**src/rtl/sensor_sync_pkg.sv**
```systemverilog
package sensor_sync_pkg;

    localparam int BLANK_W = 8;
    localparam int COL_W   = 10;
    localparam int ROW_W   = 9;
    localparam int DECIM_W = 2;
    localparam int CNT_W   = COL_W + 2;
    localparam int SHIFT_W = 3;

    typedef struct packed {
        logic [BLANK_W-1:0] blank_half;
        logic [ROW_W-1:0]   last_line;
        logic               hide_dark;
        logic [COL_W-1:0]   col_start;
        logic [ROW_W-1:0]   row_start;
        logic [COL_W-1:0]   col_span;
        logic [ROW_W-1:0]   row_span;
        logic [DECIM_W-1:0] decim;
    } sync_cfg_t;

    typedef struct packed {
        logic             hsync;
        logic             vsync;
        logic             strobe;
        logic [COL_W-1:0] col;
        logic [ROW_W-1:0] row;
    } pix_out_t;

    typedef enum logic [DECIM_W-1:0] {
        DECIM_FULL  = 2'd0,
        DECIM_HALF  = 2'd1,
        DECIM_QUART = 2'd2,
        DECIM_SIXTN = 2'd3
    } decim_e;

    function automatic logic [BLANK_W:0] blank_len(input logic [BLANK_W-1:0] half);
        return {half, 1'b1};
    endfunction

    function automatic logic [SHIFT_W-1:0] decim_shift(input logic [DECIM_W-1:0] sel);
        case (decim_e'(sel))
            DECIM_FULL:  return 3'd0;
            DECIM_HALF:  return 3'd1;
            DECIM_QUART: return 3'd2;
            default:     return 3'd4;
        endcase
    endfunction

endpackage

```
**src/rtl/st_pix_div.sv**
```systemverilog
module st_pix_div #(
    parameter int CLK_DIV = 4
) (
    input  logic clk,
    input  logic rst,
    output logic pclk_en
);
    localparam int DW = (CLK_DIV > 2) ? $clog2(CLK_DIV) : 1;
    localparam logic [DW-1:0] LAST = DW'(CLK_DIV - 1);

    logic [DW-1:0] dcnt;

    always_ff @(posedge clk) begin
        if (rst)               dcnt <= '0;
        else if (dcnt == LAST) dcnt <= '0;
        else                   dcnt <= dcnt + 1'b1;
    end

    assign pclk_en = (dcnt == LAST);

    // an enable is always followed by at least one idle cycle
    assert_en_spacing_R1: assert property (@(posedge clk) disable iff (rst)
        pclk_en |=> !pclk_en);

endmodule

```
**src/rtl/st_cfg_shadow.sv**
```systemverilog
module st_cfg_shadow
    import sensor_sync_pkg::*;
(
    input  logic      clk,
    input  logic      rst,
    input  logic      load,
    input  sync_cfg_t cfg_in,
    output sync_cfg_t cfg_q
);
    always_ff @(posedge clk) begin
        if (rst || load) cfg_q <= cfg_in;
    end
endmodule

```
**src/rtl/st_raster_cnt.sv**
```systemverilog
module st_raster_cnt
    import sensor_sync_pkg::*;
#(
    parameter int ACT_COLS = 644
) (
    input  logic               clk,
    input  logic               rst,
    input  logic               pclk_en,
    input  logic [BLANK_W-1:0] blank_half,
    input  logic [ROW_W-1:0]   last_line,
    output logic [CNT_W-1:0]   hcnt,
    output logic [ROW_W-1:0]   vcnt,
    output logic               frame_end
);
    localparam logic [CNT_W-1:0] ACT_M1 = CNT_W'(ACT_COLS - 1);

    logic [CNT_W-1:0] line_last;
    logic             line_end;

    assign line_last = CNT_W'(blank_len(blank_half)) + ACT_M1;
    assign line_end  = (hcnt == line_last);
    assign frame_end = pclk_en && line_end && (vcnt == last_line);

    always_ff @(posedge clk) begin
        if (rst) begin
            hcnt <= '0;
            vcnt <= '0;
        end else if (pclk_en) begin
            if (line_end) begin
                hcnt <= '0;
                vcnt <= (vcnt == last_line) ? '0 : vcnt + 1'b1;
            end else begin
                hcnt <= hcnt + 1'b1;
            end
        end
    end

    // the column counter restarts after the last slot of a line
    assert_line_wrap_R2: assert property (@(posedge clk) disable iff (rst)
        (pclk_en && line_end) |=> (hcnt == '0));

    // counters only move on enabled slots
    assert_count_hold_R1: assert property (@(posedge clk) disable iff (rst)
        !pclk_en |=> ($stable(hcnt) && $stable(vcnt)));

    // line number never passes the programmed last line
    assert_row_bound_R3: assert property (@(posedge clk) disable iff (rst)
        vcnt <= last_line);

endmodule

```
**src/rtl/st_pix_gate.sv**
```systemverilog
module st_pix_gate
    import sensor_sync_pkg::*;
#(
    parameter int ACT_COLS  = 644,
    parameter int DARK_ROWS = 4
) (
    input  logic             clk,
    input  logic             rst,
    input  logic             pclk_en,
    input  logic [CNT_W-1:0] hcnt,
    input  logic [ROW_W-1:0] vcnt,
    input  sync_cfg_t        cfg,
    output pix_out_t         pix
);
    localparam int RW = ROW_W + 1;
    localparam logic [ROW_W-1:0] DARK_N = ROW_W'(DARK_ROWS);

    logic [CNT_W-1:0]   blen, xpos, c0, chi, dx, xmask;
    logic [RW-1:0]      vy, r0, rhi, dy, ymask;
    logic [SHIFT_W-1:0] sh;
    logic               active, dark, col_ok, row_ok, phase_ok, hit;

    always_comb begin
        blen   = CNT_W'(blank_len(cfg.blank_half));
        active = (hcnt >= blen);
        xpos   = hcnt - blen;
        dark   = (vcnt < DARK_N);
        vy     = RW'(vcnt) - RW'(DARK_ROWS);

        c0     = CNT_W'(cfg.col_start);
        chi    = c0 + CNT_W'(cfg.col_span);
        col_ok = (xpos >= c0) && (xpos <= chi);
        dx     = xpos - c0;

        r0     = RW'(cfg.row_start);
        rhi    = r0 + RW'(cfg.row_span);
        row_ok = (vy >= r0) && (vy <= rhi);
        dy     = vy - r0;

        sh       = decim_shift(cfg.decim);
        xmask    = (CNT_W'(1) << sh) - CNT_W'(1);
        ymask    = (RW'(1) << sh) - RW'(1);
        phase_ok = ((dx & xmask) == '0) && ((dy & ymask) == '0);

        hit = active && !dark && col_ok && row_ok && phase_ok;

        pix.hsync  = active && !(dark && cfg.hide_dark);
        pix.vsync  = (vcnt == '0);
        pix.strobe = hit && pclk_en;
        pix.col    = COL_W'(dx >> sh);
        pix.row    = ROW_W'(dy >> sh);
    end

    // no pixel is reported on a dark row
    assert_dark_quiet_R4: assert property (@(posedge clk) disable iff (rst)
        (vcnt < DARK_N) |-> !pix.strobe);

    // masked dark rows carry no line sync
    assert_hide_dark_R5: assert property (@(posedge clk) disable iff (rst)
        ((vcnt < DARK_N) && cfg.hide_dark) |-> !pix.hsync);

    // a reported pixel always lies inside the line sync
    assert_strobe_in_line_R6: assert property (@(posedge clk) disable iff (rst)
        pix.strobe |-> pix.hsync);

    // frame sync begins at the first slot of a line
    assert_vsync_start_R3: assert property (@(posedge clk) disable iff (rst)
        $rose(pix.vsync) |-> (hcnt == '0));

    // decimated column stays within the window width
    assert_col_window_R7: assert property (@(posedge clk) disable iff (rst)
        pix.strobe |-> (pix.col <= cfg.col_span));

    // decimated row stays within the window height
    assert_row_window_R8: assert property (@(posedge clk) disable iff (rst)
        pix.strobe |-> (pix.row <= cfg.row_span));

endmodule

```
**src/rtl/sensor_sync_gen.sv**
```systemverilog
module sensor_sync_gen
    import sensor_sync_pkg::*;
#(
    parameter int ACT_COLS  = 644,
    parameter int DARK_ROWS = 4,
    parameter int CLK_DIV   = 4
) (
    input  logic               clk,
    input  logic               rst,
    input  logic [BLANK_W-1:0] cfg_blank_half,
    input  logic [ROW_W-1:0]   cfg_last_line,
    input  logic               cfg_hide_dark,
    input  logic [COL_W-1:0]   cfg_col_start,
    input  logic [ROW_W-1:0]   cfg_row_start,
    input  logic [COL_W-1:0]   cfg_col_span,
    input  logic [ROW_W-1:0]   cfg_row_span,
    input  logic [DECIM_W-1:0] cfg_decim,
    output logic               pclk_en,
    output logic               hsync,
    output logic               vsync,
    output logic               pix_strobe,
    output logic [COL_W-1:0]   pix_col,
    output logic [ROW_W-1:0]   pix_row
);
    sync_cfg_t        cfg_in, cfg_q;
    logic [CNT_W-1:0] hcnt;
    logic [ROW_W-1:0] vcnt;
    logic             frame_end;
    pix_out_t         pix;

    always_comb begin
        cfg_in.blank_half = cfg_blank_half;
        cfg_in.last_line  = cfg_last_line;
        cfg_in.hide_dark  = cfg_hide_dark;
        cfg_in.col_start  = cfg_col_start;
        cfg_in.row_start  = cfg_row_start;
        cfg_in.col_span   = cfg_col_span;
        cfg_in.row_span   = cfg_row_span;
        cfg_in.decim      = cfg_decim;
    end

    st_pix_div #(.CLK_DIV(CLK_DIV)) u_div (
        .clk     (clk),
        .rst     (rst),
        .pclk_en (pclk_en)
    );

    st_cfg_shadow u_shadow (
        .clk    (clk),
        .rst    (rst),
        .load   (frame_end),
        .cfg_in (cfg_in),
        .cfg_q  (cfg_q)
    );

    st_raster_cnt #(.ACT_COLS(ACT_COLS)) u_cnt (
        .clk        (clk),
        .rst        (rst),
        .pclk_en    (pclk_en),
        .blank_half (cfg_q.blank_half),
        .last_line  (cfg_q.last_line),
        .hcnt       (hcnt),
        .vcnt       (vcnt),
        .frame_end  (frame_end)
    );

    st_pix_gate #(.ACT_COLS(ACT_COLS), .DARK_ROWS(DARK_ROWS)) u_gate (
        .clk     (clk),
        .rst     (rst),
        .pclk_en (pclk_en),
        .hcnt    (hcnt),
        .vcnt    (vcnt),
        .cfg     (cfg_q),
        .pix     (pix)
    );

    assign hsync      = pix.hsync;
    assign vsync      = pix.vsync;
    assign pix_strobe = pix.strobe;
    assign pix_col    = pix.col;
    assign pix_row    = pix.row;

    // the working configuration moves only at a frame boundary
    assert_cfg_frame_only_R10: assert property (@(posedge clk) disable iff (rst)
        !frame_end |=> $stable(cfg_q));

    // at a boundary the new frame restarts from line 0
    assert_boundary_restart_R10: assert property (@(posedge clk) disable iff (rst)
        frame_end |=> (vcnt == '0) && (hcnt == '0));

endmodule

```
**config.mk**
```make
export PLATFORM = sky130hd
export DESIGN_NAME = sensor_sync_gen
export DESIGN_NICKNAME = d
export VERILOG_FILES = /design/src/rtl/sensor_sync_pkg.sv /design/src/rtl/st_pix_div.sv /design/src/rtl/st_cfg_shadow.sv /design/src/rtl/st_raster_cnt.sv /design/src/rtl/st_pix_gate.sv /design/src/rtl/sensor_sync_gen.sv
export SDC_FILE = /design/constraint.sdc
export NUM_CORES = 1
export LEC_CHECK = 0
export ABC_AREA = 1
export CAP_MARGIN = 20
export CORE_MARGIN = 2
export CORE_UTILIZATION = 25
export CTS_BUF_LIST = sky130_fd_sc_hd__clkbuf_16
export DETAILED_ROUTE_END_ITERATION = 8
export PLACE_DENSITY = 0.5
export SLEW_MARGIN = 25
export SYNTH_ARGS = -nofsm -noshare
export SYNTH_HDL_FRONTEND = slang
export SYNTH_HIERARCHICAL = 1
export SYNTH_SLANG_ARGS = --single-unit
```
**constraint.sdc**
```tcl
create_clock -name clk -period 4.5 [get_ports clk]
set_input_delay 0.9 -clock clk [delete_from_list [all_inputs] [get_ports clk]]
set_output_delay 0.9 -clock clk [all_outputs]
set_load 0.05 [all_outputs]
```
Word level (Yosys, flattened, before mapping):

Cells that the tools add are included.

* bits in registers: 81
* bits of input ports: 60
* output and inout port bits: 23
* logic and storage cells: 64

* $add $sub $neg: 12
* order comparisons: 6
* equality and inequality tests: 5
* shift-type cells: 4
* mux-type cells: 3
* bitwise operators: 2
* reduce and logical (&&, ||, !) cells: 21

Operators with widths (number)
* 12-bit by 1-bit adder with 12-bit output, second input constant: 1
* 12-bit bitwise AND: 1
* 12-bit equality test: 1
* 12-bit by 10-bit greater-or-equal comparator with 1-bit output: 1
* 12-bit by 9-bit greater-or-equal comparator with 1-bit output: 1
* 12-bit <= comparator: 1
* 1-bit logical AND: 12
* 12-bit logical NOT: 1
* 12-bit two-way mux: 1
* 1-bit by 3-bit left shift with 12-bit output, first input constant: 1
* 12-bit by 3-bit right shift with 10-bit output: 1
* 12-bit by 10-bit subtractor with 12-bit output: 1
* 12-bit by 2-bit subtractor with 12-bit output, second input constant: 1
* 12-bit by 9-bit subtractor with 12-bit output: 1
* 10-bit by 10-bit adder with 11-bit output: 1
* 9-bit by 10-bit adder with 11-bit output, second input constant: 1
* 9-bit by 9-bit adder with 10-bit output: 1
* 10-bit bitwise AND: 1
* 10-bit by 9-bit greater-or-equal comparator with 1-bit output: 1
* 10-bit <= comparator: 1
* 10-bit logical NOT: 1
* 1-bit by 3-bit left shift with 10-bit output, first input constant: 1
* 10-bit by 3-bit right shift with 9-bit output: 1
* 10-bit by 2-bit subtractor with 10-bit output, second input constant: 1
* other kinds (16): 18

Logic depth before layout (Yosys ltp):

Gate-level depths: netlist of the first run.

* depth in word-level cells: 9
* gate-level depth with buffers: 22
* gate-level depth less buffers: 22

Cells and area by module:

Netlist of the first run, hierarchy kept.

By module, submodules not included
* st_pix_gate: times used 1, cells an instance 617, area an instance 3653.5 um^2, sequential area each 0.0 um^2
* st_raster_cnt: times used 1, cells an instance 274, area an instance 1815.5 um^2, sequential area each 420.4 um^2
* st_cfg_shadow: times used 1, cells an instance 61, area an instance 1752.9 um^2, sequential area each 1741.7 um^2
* st_pix_div: times used 1, cells an instance 9, area an instance 75.1 um^2, sequential area each 40.0 um^2

Least setup slack after synthesis of the first run:

Ideal clock, no wire load.

* path kind: register -> output
* start: register u_shadow/cfg_q[21] (netlist name)
* end: output port pix_strobe
* data arrival time: 3.727 ns
* setup slack: -0.127 ns
* cell stages (with the launch flop): 21
* buffers on the path: 0
* path through: edfxtp_1 ha_1 fa_1 nand3_1 nand3_1 nand2_1 nand2_1 a21oi_1 inv_1 a21oi_1 o21ai_0 xnor2_1 ha_1 nand2_1 nor2_1 nand4_1 nand2_1 nand4_1 nor2_1 nand4_1 nor3_1

* longest elaborated chain between the ends: 6
* elaborated cells between the ends (all ways): 11
* those cells by class: add/sub (2); order compare (2); bitwise (1); reduce/logical (6)

RTL lines
* 9-bit by 9-bit adder with 10-bit output or 10-bit by 9-bit subtractor with 10-bit output (tied branches): RTL line st_pix_gate.sv:36, st_pix_gate.sv:38
* 10-bit <= comparator or 10-bit bitwise AND (tied branches): RTL line st_pix_gate.sv:37, st_pix_gate.sv:43
* 1-bit logical AND or 10-bit logical NOT (tied branches): RTL line st_pix_gate.sv:37, st_pix_gate.sv:43
* 1-bit logical AND, on equally long branches: RTL line st_pix_gate.sv:45, st_pix_gate.sv:43
* 1-bit logical AND (*): RTL line st_pix_gate.sv:45 `hit = active && !dark && col_ok && row_ok && phase_ok;`
* 1-bit logical AND (*): RTL line st_pix_gate.sv:49 `pix.strobe = hit && pclk_en;`
* end: declaration: RTL line sensor_sync_gen.sv:21 `output logic pix_strobe,`

Mark *: on every way between the ends. The rest lies on a longest branch, timed or not.

Worst setup path after layout of the first run:

* start: register u_shadow/cfg_q[55] (netlist name)
* end: output port pix_strobe

* longest elaborated chain between the ends: 7
* elaborated cells between the ends (all ways): 14
* those cells by class: add/sub (2); order compare (3); bitwise (1); reduce/logical (8)

RTL lines
* 12-bit by 9-bit subtractor with 12-bit output: RTL line st_pix_gate.sv:26 `xpos = hcnt - blen;`
* 12-bit by 10-bit subtractor with 12-bit output (tied with other cells): RTL line st_pix_gate.sv:33 `dx = xpos - c0;`
* 12-bit bitwise AND or 1-bit logical AND (tied branches): RTL line st_pix_gate.sv:43, st_pix_gate.sv:32
* 12-bit logical NOT or 1-bit logical AND (tied branches): RTL line st_pix_gate.sv:43, st_pix_gate.sv:45
* 1-bit logical AND, on equally long branches: RTL line st_pix_gate.sv:43, st_pix_gate.sv:45
* 1-bit logical AND (*): RTL line st_pix_gate.sv:45
* 1-bit logical AND (*): RTL line st_pix_gate.sv:49

Marks and branches as above.

==> results of run 1 <==
-- kinds of logic after synthesis --
kind of cell | share of synthesized area
AOI/OAI and AO/OA | 0.0876
xor gates and xnor gates | 0.0669
adders and majority gates | 0.142
and+or+nand+nor | 0.312
DFF | 0.302
buffers and inverters | 0.0890
-- worst max-delay path, cell delays in order, from the launching register on --
cell and delay, ns:
sky130_fd_sc_hd__edfxtp_1 0.43, sky130_fd_sc_hd__inv_1 0.11, sky130_fd_sc_hd__ha_2 0.32, sky130_fd_sc_hd__nand2_1 0.08
sky130_fd_sc_hd__inv_1 0.06, sky130_fd_sc_hd__nand2_1 0.06, sky130_fd_sc_hd__nand2_1 0.06, sky130_fd_sc_hd__a31o_2 0.24
sky130_fd_sc_hd__a31oi_1 0.16, sky130_fd_sc_hd__xor2_1 0.34, sky130_fd_sc_hd__buf_4 0.19, sky130_fd_sc_hd__ha_1 0.14
sky130_fd_sc_hd__nand2_1 0.07, sky130_fd_sc_hd__nor4_1 0.26, sky130_fd_sc_hd__nand4_1 0.12, sky130_fd_sc_hd__nand2_1 0.11
sky130_fd_sc_hd__nand4_1 0.13, sky130_fd_sc_hd__nor3_4 0.19, sky130_fd_sc_hd__buf_12 0.16
-- per-stage QoR --
step,cells,TNS [ns],setup slack (ns),util
after floorplan,961,0,0.137,-
after detailed placement,1427,0,0.129,0.302
after global routing,1450,-1.01,-0.221,0.318
final,1450,0,0.0108,0.318
after global placement,1427,0,0.204,0.302
after CTS,1446,-0.0616,-0.0616,0.314
-- timing repair --
action	4_1_cts	5_1_grt
gates resized for setup	13	21
buffers inserted	3	4
pin swaps	5	6
endpoints found under the setup margin	6	11
gates cloned	0	0
-- how the worst max path moves through the flow --
stage / from / depth (start not counted) / endpoint / slack (ns)
3_5_place_dp: u_shadow/cfg_q[21]$_DFFE_PP_ / 21 / pix_strobe / 0.13
6_report: u_shadow/cfg_q[55]$_DFFE_PP_ / 18 / pix_strobe / 0.01
5_1_grt: u_shadow/cfg_q[51]$_DFFE_PP_ / 16 / pix_strobe / -0.22
2_1_floorplan: u_shadow/cfg_q[51]$_DFFE_PP_ / 18 / pix_col[6] / 0.14
4_1_cts: u_shadow/cfg_q[21]$_DFFE_PP_ / 22 / pix_strobe / -0.06
3_3_place_gp: u_shadow/cfg_q[21]$_DFFE_PP_ / 21 / pix_strobe / 0.20
-- sequential cells by signal, summed over array words and instances, names as in the netlist --
name	flops
u_div/dcnt	2
u_cnt/hcnt	12
u_shadow/cfg_q	58
u_cnt/vcnt	9
-- power by group --
group	switching, mW	internal, mW	total (mW)
clock network	0.360	0.392	0.752
registers	0.0213	0.835	0.857
logic	0.472	0.317	0.789
total	0.853	1.54	2.40
-- per-layer routing --
metal / global-route usage / share of wire / vias to the layer above / wire length (µm)
met4: 0.0316 / 0.0099 / 0 / 188
met3: 0.0205 / 0.036 / 8 / 680
met1: 0.171 / 0.49 / 2919 / 9410
met2: 0.208 / 0.46 / 110 / 8750
li1: - / - / 3366 / -
met5: 0 / 0 / - / 0
-- area by class of cell --
class                   count  share of cell area
well taps                 384              0.0527
flip-flops and latches     81               0.241
multi-input cells         717               0.500
repair buffers            100               0.112
clock buffers               9              0.0247
clock inverters             7             0.00741
inverters                 152              0.0625
-- placed cells by master (no fill, tap or decap), types with 12 or more instances in the layout --
cell	count
sky130_fd_sc_hd__nand2_1	227
sky130_fd_sc_hd__inv_1	141
sky130_fd_sc_hd__nor2_1	81
sky130_fd_sc_hd__ha_1	72
sky130_fd_sc_hd__nand3_1	68
sky130_fd_sc_hd__clkdlybuf4s50_1	62
sky130_fd_sc_hd__edfxtp_1	58
sky130_fd_sc_hd__a21oi_1	41
sky130_fd_sc_hd__xor2_1	28
sky130_fd_sc_hd__buf_4	26
sky130_fd_sc_hd__nand4_1	26
sky130_fd_sc_hd__o21ai_0	22
sky130_fd_sc_hd__dfxtp_1	22
sky130_fd_sc_hd__xnor2_1	20
sky130_fd_sc_hd__nor2_2	14
sky130_fd_sc_hd__a21oi_2	12
==> results, run 1 <==
- The run finished with clean final reports.
- Setup repair after global routing could not meet its margin everywhere.
- The share of synthesized area in the top cell type comes to 0.239.
- Entering global routing, the biggest net connects 33 pins.
- The worst setup path is launched from a flop.
- Of the cells placed in the final design, the portion with a size suffix greater than 1 is 0.143.
- Buffers inserted during clock tree synthesis total 9.
- Measured against its own limit, the worst slew margin works out to 0.532.
- Measured in cells, the most critical reg-to-reg path has a length of 14.
- For the worst-skew pair, the clock arrives at the later sink with an insertion delay of 0.36 ns.
- The clock tree from TritonCTS is yes.
- The clock net in this run drives a total of 81 sinks.
- The overall power of the completed layout is 2.40 mW.
- The critical path is of the reg2out type.
- In this run the clock root is driven by a sky130_fd_sc_hd__clkbuf_16.
- The effective utilization at floorplan is 0.254.
- In this run, synthesis inferred slightly below 60 flip-flops with an integrated enable.
- On the final layout, the worst hold slack is 0.422 ns.
- The kind of end point of the critical path is a primary output.
- The clock arrives with about 0.014 ns of skew.
- The number of antenna repair diodes is 0.
- The initial antenna violation count was 0.
- Summing all non-filler instances in the final layout gives an area of 0.00912 mm².
- The number of design-rule violations left by the first detailed-router iteration is approximately 420.
- For this run the aggregate overflow at the end of global routing stands at 0.
- In the global route stage, overall resource usage came out at 0.126.
- The leading register cell type out of synthesis is sky130_fd_sc_hd__edfxtp_1.
- The maximum clock insertion buffer count is 2.
- The setup slack of the most critical reg-to-reg path is roughly 1.3 ns.
- The worst register-to-register path begins at u_shadow/cfg_q[51]$_DFFE_PP_.
- The multi-input combinational cells in the finished layout cover a total of 0.00456 mm².
- The count of antenna-violating nets left after detailed routing is 0.
- In this run the power density over the cells is 263 mW/mm².
- The number of failing hold endpoints at the final stage came to 0.
- The peak ir drop on the vdd network is 0.000182 V.
- The iteration count of the initial detailed-routing pass is 5.
- In this run, synthesis produced a sequential element count of 81.
- The first global-routing pass estimated 31000 µm of wire.
- The placeable core region is 0.0287 mm².
- By area the synthesized netlist is led by sky130_fd_sc_hd__edfxtp_1 (24%), sky130_fd_sc_hd__ha_1 (13%), sky130_fd_sc_hd__nand2_1 (12%).
- The total leakage power is 4.18 nW.
- Counting flops with an async set or reset pin after synthesis yields a share of 0.
- The setup violation total in the final timing report is 0.
- The H-tree was split into 3 levels.
- Across the run, the number of max-cap violations was 0.
- Across the whole layout, storage elements account for 0.00220 mm².
- The post-route clock period utilization is 0.998.
- Clock-pin slew was measured on the worst setup and hold paths at around 0.080 ns.
- After clock tree synthesis, the flow added hold-fix buffers numbering 0.
- During I/O placement, the number of pins put on the boundary was 83.
- Input and output buffers added on the ports amount to 82.
- The portion of the post-synthesis area used by sequential elements is 0.302.
- The detailed-route wire length per cell is 13.1 µm.
- The cell area reported after detailed placement is 0.00868 mm².
- The synthesized net count is 1101.
- Of all nets on the critical path, the largest fanout is 4.
- After layout, the minimum clock period comes to 4.49 ns.
- In the synthesized netlist, the cells that appear most often are sky130_fd_sc_hd__nand2_1 (229), sky130_fd_sc_hd__inv_1 (142), sky130_fd_sc_hd__nor2_1 (82), sky130_fd_sc_hd__ha_1 (75), sky130_fd_sc_hd__nand3_1 (70).
- The cell count after synthesis came out at 961.
- The via count of the first global-routing pass is 6034.
- The floorplan die area is ~0.03 mm².
- The routability-driven placement congestion ratio is around 0.84.
- After floorplanning, the core was divided into 62 placement rows.
- The number of remaining DRC errors is 0.
- From left edge to right edge, the die measures 175 µm.
- The worst hold path begins at u_div/dcnt[0]$_SDFF_PP0_.
- By instance count, the leading cell after synthesis is sky130_fd_sc_hd__nand2_1.
- STA puts the critical path data arrival time at 3.59 ns.
- The biggest area consumer among synthesized cells is sky130_fd_sc_hd__edfxtp_1.
- For the worst setup path, the data required time is 3.60 ns.
- At the pin with the least slew margin, the transition time is about 0.70 ns.
- The number of warnings issued by yosys is 6.
- In this run, distinct cell masters in the synthesized netlist total 56.
- The path class of the lowest-slack min-delay path is reg2reg.
- The number of fill cells in the layout is 3107.
- The average vias per placed instance is 4.42.
- The final layout net count is 1201.
- The mean instance size in the synthesized netlist is 7.59 µm².
- For hold timing, the worst endpoint is u_div/dcnt[0]$_SDFF_PP0_.
- The die is 175 µm tall.
- The number of pins exceeding their max-slew limit in the final report was 0.
- Timing would allow up to 223 MHz.
- The mapped cell area is between 0.007 and 0.008 mm².
- After detailed routing, the total wire length is 19000 µm.
- Summed over all nets, the half-perimeter wirelength after detailed placement is 15400 µm.
- The number of vias after detailed routing is 6403.
- The depth of the worst hold-timing path is 1.
- The end of the worst register-to-register path is u_shadow/cfg_q[39]$_DFFE_PP_.
- The signed area change from the synthesized netlist to the final layout is 25.0%.
Power figures use the tool's default switching activity.
==> run 2, diff against run 1 <==
--- a/config.mk
+++ b/config.mk
@@ -12,6 +12,7 @@
 export CTS_BUF_LIST = sky130_fd_sc_hd__clkbuf_16
 export DETAILED_ROUTE_END_ITERATION = 8
 export PLACE_DENSITY = 0.5
+export SKIP_CTS_REPAIR_TIMING = 1
 export SLEW_MARGIN = 25
 export SYNTH_ARGS = -nofsm -noshare
 export SYNTH_HDL_FRONTEND = slang
==> constraint.sdc (replaced) <==
create_clock -name clk -period 4.5 [get_ports clk]
set_input_delay 0.675 -clock clk [delete_from_list [all_inputs] [get_ports clk]]
set_output_delay 0.675 -clock clk [all_outputs]
set_load 0.05 [all_outputs]
==> results, run 2 (synthesized netlist as in run 1, its figures left out) <==
- The run finished with clean final reports.
- The number of violations of the max-capacitance limit is 0.
- The H-tree depth reported by CTS is 3.
- The longest clock path from root to sink contains 2 buffers.
- The met3 wire length is roughly 750 µm.
- The worst path needs about 4.3 ns of the cycle, external delays included.
- In the final layout, the share of cells above drive strength 1 is 0.120.
- Setup repair after global routing could not meet its margin everywhere.
- The count of nets left with antenna violations once routing finished came out at 0.
- After global routing the overflow that remains totals 0.
- Entering global routing, the biggest net connects 33 pins.
- The number of remaining DRC errors is 0.
- For the pin with the worst max-slew slack, the measured transition is 0.718 ns.
- The die covers 0.0306 mm².
- The largest registers in the layout are u_shadow/cfg_q: 58 flops, u_cnt/hcnt: 12 flops, u_cnt/vcnt: 9 flops.
- The highest net fanout along the worst path is 5.
- The number of pins exceeding their max-slew limit in the final report came to 0.
- The sum of routed wire length over all layers is 18900 µm.
- Pin placement for this block handled 83 I/O pins.
- The arrival time reported for the critical path endpoint is about 3.6 ns.
- The design draws between 2 and 2.5 mW.
- The initial antenna violation count was 0.
- Input and output buffers added on the ports amount to 82.
- Summed over all cells, the static leakage comes to ~4.2 nW.
- The final core utilization is 0.316.
- The power density relative to cell area is approximately 260 mW/mm².
- The path class of the tightest hold or removal check is reg2reg.
- The worst setup path is of the reg2out kind.
- The register with the most flip-flops is u_shadow/cfg_q.
- The number of CTS-inserted buffers is 9.
- From bottom edge to top edge, the die measures 175 µm.
- The clock tree from TritonCTS is yes.
- The summed negative setup slack over all endpoints is 0 ns.
- Data on the critical path is required at its endpoint by roughly 3.8 ns.
- The category of the worst setup path launch point is a flop.
- The setup violation total in the final timing report is 0.
- The routability-driven placement congestion ratio is 0.874.
- The placeable core region is 0.0287 mm².
- The total clock sinks is 81.
- The register with the most flip-flops in the layout has 58 of them.
- In this run the horizontal extent of the chip is between 150 and 200 µm.
- The internal power of the cells totals 1.58 mW.
- The headroom to the max-slew limit is 0.522.
- The number of fill cells in the layout is about 3100.
- The first-pass GRT wire length is 30800 µm.
- The cell area reported after detailed placement is 0.00862 mm².
- For this design the total switching power over the nets is a little over 0.8 mW.
- At the later pin of the worst-skew pair, clock insertion delay measures 0.36 ns.
- From synthesis to final layout, the design area changed by 24.4%.
- For the final database, setup skew stands at 0.00757 ns.
- The most common cell after layout, fill and taps aside is sky130_fd_sc_hd__nand2_1.
- The met1 routed wirelength after detailed routing is roughly 9100 µm.
- The top routing layer in use is met4.
- The kind of end point of the critical path is a primary output.
- The number of vias after detailed routing is between 6000 and 7000.
- For this run, the detailed router's first-pass iteration total came to 5.
- The combinational power share is 0.318.
- 0 antenna diodes ended up in the layout.
- In the layout the commonest cells are sky130_fd_sc_hd__nand2_1 (228), sky130_fd_sc_hd__inv_1 (142), sky130_fd_sc_hd__nor2_1 (81).
- The final instance area is about 0.0091 mm².
- The peak ir drop on the vdd network is around 0.00017 V.
- The switching power share of the total is 0.344.
- The initial utilization of the core area, before any placement, comes to 0.254.
- The detailed-route wire length per cell is 13.1 µm.
- The number of failing hold endpoints at the final stage was 0.
- The post-route clock period utilization is 0.958.
- The average vias per placed instance is 4.44.
- The final layout net count is 1199.
- The routed design uses slightly below 9000 µm of met2 wire.
- The clock transition at the registers of the reported paths is 0.07 ns.
- The buffer type at the clock tree root is sky130_fd_sc_hd__clkbuf_16.
- The placed wire-length estimate is 15600 µm.
- The via count of the first global-routing pass is slightly above 6000.
- The total global-route track usage is 0.126.
- The number of design-rule violations left by the first detailed-router iteration is 380.
- The share of total power dissipated in the clock network is 0.325.
- The share of total power dissipated in sequential elements is 0.357.
- The floorplan row count is 62.
- Static timing analysis puts the maximum clock frequency at about 230 MHz.
==> run 2: cell types whose count changed in the layout (fill, tap and decap cells not counted), sizes merged <==
cell / previous run / this run
clkinv: 1 / 4
buf: 35 / 25
inv: 157 / 154
bufinv: 0 / 1
clkbuf: 11 / 9
dlymetal6s2s: 1 / 10
clkdlybuf4s50: 62 / 63
clkinvlp: 1 / 0
==> run 2: power by group through the flow <==
stage	clock, mW	combinational, mW	sequential [mW]
global placement	0	0.753	0.875
CTS	0.816	0.758	0.859
detailed placement	0	0.755	0.876
finish	0.782	0.764	0.858
global route	0.834	0.857	0.862
floorplan	0	0.524	0.868
==> run 2: critical path, cell delays in order (launching register included) <==
cell	delay, ns
sky130_fd_sc_hd__edfxtp_1	0.43
sky130_fd_sc_hd__inv_1	0.07
sky130_fd_sc_hd__ha_1	0.33
sky130_fd_sc_hd__a21oi_1	0.14
sky130_fd_sc_hd__nand2_1	0.13
sky130_fd_sc_hd__a31o_2	0.28
sky130_fd_sc_hd__xnor2_1	0.13
sky130_fd_sc_hd__inv_1	0.10
sky130_fd_sc_hd__ha_2	0.39
sky130_fd_sc_hd__nand2_1	0.08
sky130_fd_sc_hd__nor2_1	0.11
sky130_fd_sc_hd__nand2_1	0.07
sky130_fd_sc_hd__nand3_2	0.11
sky130_fd_sc_hd__nand2_1	0.06
sky130_fd_sc_hd__nand2_1	0.08
sky130_fd_sc_hd__inv_1	0.06
sky130_fd_sc_hd__nand3_1	0.13
sky130_fd_sc_hd__nand2_1	0.07
sky130_fd_sc_hd__o21ai_0	0.32
sky130_fd_sc_hd__buf_12	0.19
==> run 2: area by class of cell <==
cell class / count / area (µm²) / area share
multi-input cells: 717 / 4510 / 0.496
flip-flops and latches: 81 / 2200 / 0.243
repair buffers: 98 / 1010 / 0.111
inverters: 152 / 571 / 0.0628
well taps: 384 / 480 / 0.0529
clock buffers: 9 / 225 / 0.0248
clock inverters: 7 / 87.6 / 0.00965
==> run 2: layer usage <==
layer  vias up  global-route usage
li1       3366                   -
met1      2920               0.168
met2       133               0.210
met3        11              0.0246
met4         0              0.0271
met5         -                   0
==> run 2: final timing paths <==
kind	start	end	slack [ns]	cells after the start
min	u_div/dcnt[0]$_SDFF_PP0_	u_div/dcnt[0]$_SDFF_PP0_	0.42	1
max	u_shadow/cfg_q[51]$_DFFE_PP_	pix_col[6]	0.19	19
min reg2reg	u_div/dcnt[0]$_SDFF_PP0_	u_div/dcnt[0]$_SDFF_PP0_	0.42	1
max reg2reg	u_shadow/cfg_q[51]$_DFFE_PP_	u_shadow/cfg_q[39]$_DFFE_PP_	1.32	13
==> run 2: metrics by stage <==
| step | cells | worst slack, ns | hold slack (ns) |
|---|---|---|---|
| 2_1_floorplan | 961 | 0.0978 | 0.398 |
| 3_3_place_gp | 1424 | 0.408 | 0.407 |
| 3_5_place_dp | 1424 | 0.344 | 0.418 |
| 4_1_cts | 1440 | -0.0501 | 0.428 |
| 5_1_grt | 1448 | -0.136 | 0.443 |
| 6_report | 1448 | 0.188 | 0.424 |
